--- src/rtl/clkser_pkg.sv ---
package clkser_pkg;
  localparam int unsigned WORD_MAX = 9;
  localparam int unsigned BIT_W    = 4;

  localparam logic [1:0] A_CTRL = 2'd0;
  localparam logic [1:0] A_DATA = 2'd1;
  localparam logic [1:0] A_DIV  = 2'd2;

  typedef logic [WORD_MAX-1:0] word_t;

  typedef struct packed {
    logic port_on;
    logic ie;
    logic wide;
    logic stream;
    logic one_shot;
  } ctrl_t;

  // number of shift-clock falls that make up one word
  function automatic logic [BIT_W-1:0] word_bits(input logic wide);
    return wide ? BIT_W'(9) : BIT_W'(8);
  endfunction

  // system clocks per shift-clock half period
  function automatic int unsigned half_cycles(input logic [7:0] div);
    return int'(div) + 1;
  endfunction

  function automatic word_t put_bit(input word_t w, input logic [BIT_W-1:0] idx,
                                    input logic b);
    word_t r;
    r = w;
    r[idx] = b;
    return r;
  endfunction
endpackage

--- src/rtl/clkser_baud.sv ---
module clkser_baud #(
  parameter int unsigned DIV_W = 8
) (
  input  logic             clk,
  input  logic             rst_n,
  input  logic             run,
  input  logic [DIV_W-1:0] div,
  output logic             sclk,
  output logic             fall_evt
);
  logic [DIV_W-1:0] cnt;
  logic             edge_now;

  assign edge_now = run && (cnt == div);
  assign fall_evt = edge_now && sclk;

  always_ff @(posedge clk) begin
    if (!rst_n || !run) begin
      cnt  <= '0;
      sclk <= 1'b0;
    end else if (edge_now) begin
      cnt  <= '0;
      sclk <= ~sclk;
    end else begin
      cnt  <= cnt + DIV_W'(1);
    end
  end
endmodule

--- src/rtl/clkser_shifter.sv ---
module clkser_shifter
  import clkser_pkg::*;
(
  input  logic  clk,
  input  logic  rst_n,
  input  logic  run,
  input  logic  fall_evt,
  input  logic  sdata,
  input  logic  wide,
  output logic  done_evt,
  output word_t word_o
);
  logic [BIT_W-1:0] bitcnt;
  logic [BIT_W-1:0] last_idx;
  word_t            shreg;

  assign last_idx = word_bits(wide) - BIT_W'(1);
  assign done_evt = run && fall_evt && (bitcnt == last_idx);
  assign word_o   = put_bit(shreg, bitcnt, sdata);

  always_ff @(posedge clk) begin
    if (!rst_n || !run) begin
      bitcnt <= '0;
      shreg  <= '0;
    end else if (fall_evt) begin
      if (bitcnt == last_idx) begin
        bitcnt <= '0;
        shreg  <= '0;
      end else begin
        bitcnt <= bitcnt + BIT_W'(1);
        shreg  <= word_o;
      end
    end
  end
endmodule

--- src/rtl/clkser_fifo.sv ---
module clkser_fifo #(
  parameter int unsigned WIDTH = 9,
  parameter int unsigned DEPTH = 2
) (
  input  logic                         clk,
  input  logic                         rst_n,
  input  logic                         push,
  input  logic [WIDTH-1:0]             din,
  input  logic                         pop,
  output logic [WIDTH-1:0]             head,
  output logic                         full,
  output logic                         empty,
  output logic [$clog2(DEPTH+1)-1:0]   cnt
);
  localparam int unsigned PW = (DEPTH > 1) ? $clog2(DEPTH) : 1;
  localparam int unsigned CW = $clog2(DEPTH+1);

  logic [WIDTH-1:0] mem [DEPTH];
  logic [PW-1:0]    wp, rp;

  function automatic logic [PW-1:0] nxt(input logic [PW-1:0] p);
    return (p == PW'(DEPTH-1)) ? '0 : p + PW'(1);
  endfunction

  assign full  = (cnt == CW'(DEPTH));
  assign empty = (cnt == '0);
  assign head  = mem[rp];

  always_ff @(posedge clk) begin
    if (!rst_n) begin
      wp  <= '0;
      rp  <= '0;
      cnt <= '0;
      for (int i = 0; i < DEPTH; i++) mem[i] <= '0;
    end else begin
      if (push && !full) begin
        mem[wp] <= din;
        wp      <= nxt(wp);
      end
      if (pop && !empty) rp <= nxt(rp);
      case ({push && !full, pop && !empty})
        2'b10:   cnt <= cnt + CW'(1);
        2'b01:   cnt <= cnt - CW'(1);
        default: cnt <= cnt;
      endcase
    end
  end
endmodule

--- src/rtl/clkser_rx.sv ---
module clkser_rx
  import clkser_pkg::*;
#(
  parameter int unsigned DIV_W = 8,
  parameter int unsigned DEPTH = 2
) (
  input  logic       clk,
  input  logic       rst_n,
  input  logic       wr_en,
  input  logic [1:0] wr_addr,
  input  logic [7:0] wr_data,
  input  logic       rd_en,
  input  logic [1:0] rd_addr,
  output logic [7:0] rd_data,
  output logic       sclk_o,
  input  logic       sdata_i,
  output logic       irq_o
);
  localparam int unsigned CW = $clog2(DEPTH+1);

  ctrl_t            ctrl_q;
  logic [DIV_W-1:0] div_q;
  logic             ovr_q;

  // named internal events
  logic    run, ctrl_wr, div_wr, fall_evt, done_evt, push_evt, ovr_evt, pop_evt;
  logic    one_shot_q, stream_q;
  logic    fifo_full, fifo_empty;
  logic [CW-1:0] fifo_cnt;
  word_t   rx_word, head_word;

  assign one_shot_q = ctrl_q.one_shot;
  assign stream_q   = ctrl_q.stream;
  assign run      = ctrl_q.port_on && (ctrl_q.one_shot || ctrl_q.stream);
  assign ctrl_wr  = wr_en && (wr_addr == A_CTRL);
  assign div_wr   = wr_en && (wr_addr == A_DIV);
  assign push_evt = done_evt && !ovr_q && !fifo_full;
  assign ovr_evt  = done_evt && !ovr_q && fifo_full;
  assign pop_evt  = rd_en && (rd_addr == A_DATA) && !fifo_empty;

  clkser_baud #(.DIV_W(DIV_W)) u_baud (
    .clk(clk), .rst_n(rst_n), .run(run), .div(div_q),
    .sclk(sclk_o), .fall_evt(fall_evt)
  );

  clkser_shifter u_shift (
    .clk(clk), .rst_n(rst_n), .run(run), .fall_evt(fall_evt),
    .sdata(sdata_i), .wide(ctrl_q.wide), .done_evt(done_evt), .word_o(rx_word)
  );

  clkser_fifo #(.WIDTH(WORD_MAX), .DEPTH(DEPTH)) u_fifo (
    .clk(clk), .rst_n(rst_n), .push(push_evt), .din(rx_word), .pop(pop_evt),
    .head(head_word), .full(fifo_full), .empty(fifo_empty), .cnt(fifo_cnt)
  );

  always_ff @(posedge clk) begin
    if (!rst_n) begin
      ctrl_q <= '0;
      div_q  <= '0;
      ovr_q  <= 1'b0;
    end else begin
      if (ctrl_wr) begin
        ctrl_q <= ctrl_t'(wr_data[4:0]);
      end else if (done_evt && !ctrl_q.stream) begin
        ctrl_q.one_shot <= 1'b0;
      end
      if (div_wr) div_q <= wr_data[DIV_W-1:0];
      if (ctrl_wr && !wr_data[1]) ovr_q <= 1'b0;
      else if (ovr_evt)           ovr_q <= 1'b1;
    end
  end

  assign irq_o = ctrl_q.ie && !fifo_empty;

  always_comb begin
    case (rd_addr)
      A_CTRL:  rd_data = {head_word[8] && !fifo_empty, ovr_q, !fifo_empty, ctrl_q};
      A_DATA:  rd_data = fifo_empty ? 8'h00 : head_word[7:0];
      A_DIV:   rd_data = 8'(div_q);
      default: rd_data = 8'h00;
    endcase
  end
endmodule

--- config.mk ---
export PLATFORM = sky130hd
export DESIGN_NAME = clkser_rx
export DESIGN_NICKNAME = d
export VERILOG_FILES = /design/src/rtl/clkser_pkg.sv /design/src/rtl/clkser_baud.sv /design/src/rtl/clkser_shifter.sv /design/src/rtl/clkser_fifo.sv /design/src/rtl/clkser_rx.sv
export SDC_FILE = /design/constraint.sdc
export NUM_CORES = 1
export LEC_CHECK = 0
export BUFFER_PORTS_ARGS = -buffer_cell sky130_fd_sc_hd__clkbuf_2
export CAP_MARGIN = 20
export CORE_UTILIZATION = 64
export DETAILED_ROUTE_END_ITERATION = 10
export PLACE_DENSITY = 0.82
export RECOVER_POWER = 50
export SETUP_SLACK_MARGIN = 0.05
export SLEW_MARGIN = 10
export SYNTH_ARGS = -nofsm -noshare
export SYNTH_HDL_FRONTEND = slang
export SYNTH_HIERARCHICAL = 1
export SYNTH_SLANG_ARGS = --single-unit
export TNS_END_PERCENT = 1
--- constraint.sdc ---
create_clock -name clk -period 5.8 [get_ports clk]
set_input_delay 0 -clock clk [delete_from_list [all_inputs] [get_ports clk]]
set_output_delay 0 -clock clk [all_outputs]
set_load 0.01 [all_outputs]
==> qor.yml <==
status: "complete, but fails checks"
violations: "DRC, capacitance limit, slew limit"
critPathKind: "flip-flop to flip-flop"
syn-num-nets: 341
synthXorXnorAreaFrac_pct: 5.96
wl_per_cell_um: 15.9
use_met1_pct: 34.8
layout.nets: 370
clk_pin_slew_ps: 70
gr-usage-met3_pct: 6.75
cts.sinks: 59
cts_tree: "done"
yosysTopAreaCellShare_pct: 26.8
route.detailed.drc: 2
cts_resized: 0
synth_top_cell_by_area: "dfxtp_1"
cts_buffer_depth: 2
setup.worst_path.start: "div_q[7]$_SDFFE_PN0P_"
cp-endpoint: "u_fifo/mem[0][4]$_SDFFCE_PN0P_"
synth-compound-area-share_pct: 9.71
grt_antenna_before_repair: 0
crit_path_end_kind: "flip-flop"
slew-limit-headroom_pct: -18.5
synth_cell_type_count: 41
gp_congestion: 0.814
setup_tns_ps: 0
grt_usage_pct: 26.9
hp-class: "input pin to flip-flop"
finalMaxSlewViolations: 60
crit_path_cell_trace: "xnor2_1 > nand4_2 > nor3_1 > or3b_1 > o22ai_1 > and2_1 > inv_1 > nor3_1 > inv_1 > or3_4 > nand2_1"
avgSynthCellArea_um2: 9.64
coreArea_um2: 4470
worstSkewPairLatency_ps: 330
grt_max_degree: 41
fin_crit_ps: 4550
dieArea_um2: 5070
synth-edff-count: 18
rsz0062_at_grt: "false"
r2r_slack_ps: 1250
std_cell_rows: 24
htree_levels: 3
synth_area_um2: 3070
numCtsBuffers: 9
syn2layout_area_growth_pct: 9.59
place.detailed.hpwl_um: 4050
wirelength_um: 6420
vias_per_cell: 6.07
ys_seq_elements: 59
hold_viol_final: 0
grt-ovfl-total: 0
finalSetupViolations: 0
critPathLaunchType: "flip-flop"
drt_pass1_iterations: 9
drive_gt1_share_pct: 16.8
path_max_fanout: 18
power_density_nw_per_um2: 251
route.antenna.remaining_nets: 0
start_util_pct: 68.5
grt_pass1_wl_um: 10300
slowest_stage: "nor3_1"
yosysSeqAreaShare_pct: 44.4
synthTopCellsByCount: "41 x dfxtp_1, 40 x nor2_1, 38 x nand2_1"
r2r_cells: 11
peakVddDrop_v: 0.000178
cpPeakStageDelay_ps: 1400
top_usage_layer: "met2"
antenna_cells: 0
cts_root_buffer: "clkbuf_8"
max_slew.worst_pin.slew_ps: 1760
r2r_start: "div_q[7]$_SDFFE_PN0P_"
drtIter0Drc: 179
num_vias: 2451
synth_fa_ha_area_share_pct: 2.45
cp.required_ps: 5780
synth_mux_area_share_pct: 10.5
cp.arrival_ps: 4530
yosysWarningCount: 6
post_cts_buffers: 0
finClkSkew_ps: 5.37
synth_top_family_by_area: "simple AND/OR/NAND/NOR gates"
met2_usage_pct: 42.1
dieWidth_um: 71.2
synthTopCellsByArea: "dfxtp_1 27%, edfxtp_1 18%, mux2_2 6.6%, nor2_1 4.9%, nand2_1 4.7%"
finalPower_uw: 843
synthSimpleGateAreaFrac_pct: 22.2
post-route-period-util_pct: 78.4
postSynth.asyncResetShare_pct: 0
r2r-end: "u_fifo/mem[0][4]$_SDFFCE_PN0P_"
fmax_mhz: 220
maxCapViolations: 2
synthFlopType: "dfxtp_1"
port_buffers: 26
leakage_uw: 0.00116
yosys.cell_count.top_type: "dfxtp_1"
grt_pass1_vias: 2168
ios: 27
synthCells: 318
die_y_um: 71.2
-- report_power, final --
part / internal [uW] / total, uW / switching, uW
Sequential: 432 / 437 / 5.21
Clock: 205 / 364 / 158
Combinational: 18.0 / 42.2 / 24.2
Total: 656 / 843 / 187
-- layout by cell type, fill, tap and decap left out, types with 3 or more instances in the layout --
cell / instances
o21ai_0: 22
xnor2_1: 15
nand3_1: 23
nor2_1: 41
dfxtp_1: 41
mux2_2: 18
edfxtp_1: 18
clkbuf_2: 16
a21oi_1: 8
xor2_1: 4
dlygate4sd3_1: 8
o31ai_1: 4
inv_1: 5
ha_1: 6
nor2b_1: 4
and2_1: 3
nand4b_1: 5
mux2i_1: 12
nand2_1: 38
nand3b_1: 3
nand4_1: 5
nor3_1: 3
clkbuf_8: 10
clkbuf_1: 10
-- critical path, delay by kind of cell (launching register included) --
| kind | cells | cell delay [ps] |
|---|---|---|
| buf+inv | 2 | 180 |
| xor+xnor | 1 | 160 |
| simple gates | 7 | 3270 |
| flops | 1 | 430 |
| compound gates | 1 | 150 |
-- through the flow --
step	setup slack (ps)	hold WS, ps	utilization [%]	instances	cell area (um2)
3_3_place_gp	2010	228	70.2	380	3140
3_5_place_dp	1820	236	70.2	380	3140
2_1_floorplan	2630	122	-	318	3070
4_1_cts	1810	86.2	76.3	404	3420
5_1_grt	944	93.1	75.1	404	3360
6_report	1250	87.7	75.1	404	3360
-- metal layers --
metal | vias up | part of all wire, % | wire [um]
met2 | 120 | 46 | 2920
met5 | - | 0 | 0
met1 | 1143 | 45 | 2910
li1 | 1170 | - | -
met4 | 0 | 2.6 | 164
met3 | 18 | 6.5 | 417
-- sequential cells by signal, indices dropped and copies added, names as in the netlist, 2 cells and up, named ones only --
register,flops
div_q,8
ctrl_q,3
u_fifo/mem,18
u_shift/shreg,9
u_fifo/cnt,2
u_shift/bitcnt,4
u_baud/cnt,8
-- area by class of cell --
class	count	area (um2)
well taps	52	65.1
fillers	335	1110
clock buffers	10	138
clock inverters	6	55.1
flip-flops and latches	59	1360
inverters	6	22.5
repair buffers	34	198
multi-input cells	237	1520
-- worst min path at each step --
stage | start | end | slack (ps) | cells after the start
final | wr_addr[0] | one_shot_q$_SDFFE_PN0P_ | 90 | 3
after global routing | wr_addr[0] | ctrl_q[4]$_SDFFE_PN0N_ | 90 | 3
after CTS | wr_addr[0] | ctrl_q[3]$_SDFFE_PN0N_ | 90 | 3
after detailed placement | wr_data[6] | div_q[6]$_SDFFE_PN0P_ | 240 | 3
after global placement | wr_data[6] | div_q[6]$_SDFFE_PN0P_ | 230 | 3
after floorplan | rst_n | u_fifo/cnt[0]$_SDFFE_PN0P_ | 120 | 1
-- repair_timing --
action,CTS,global route
hold buffers,8,0
endpoints found under the setup margin,0,0
hold endpoints to repair,14,0
-- logic make-up (layout without fill, tap and decap cells) --
| kind of cell | after synthesis | after routing |
|---|---|---|
| AND/OR/NAND/NOR | 137 | 137 |
| flip-flops | 59 | 59 |
| AO/OA/AOI/OAI | 44 | 44 |
| multiplexers | 30 | 30 |
| buffers and inverters | 22 | 56 |
| XOR/XNOR | 20 | 20 |
| adder cells (fa/ha/maj) | 6 | 6 |
No activity file was read; power rests on OpenSTA's default activity.
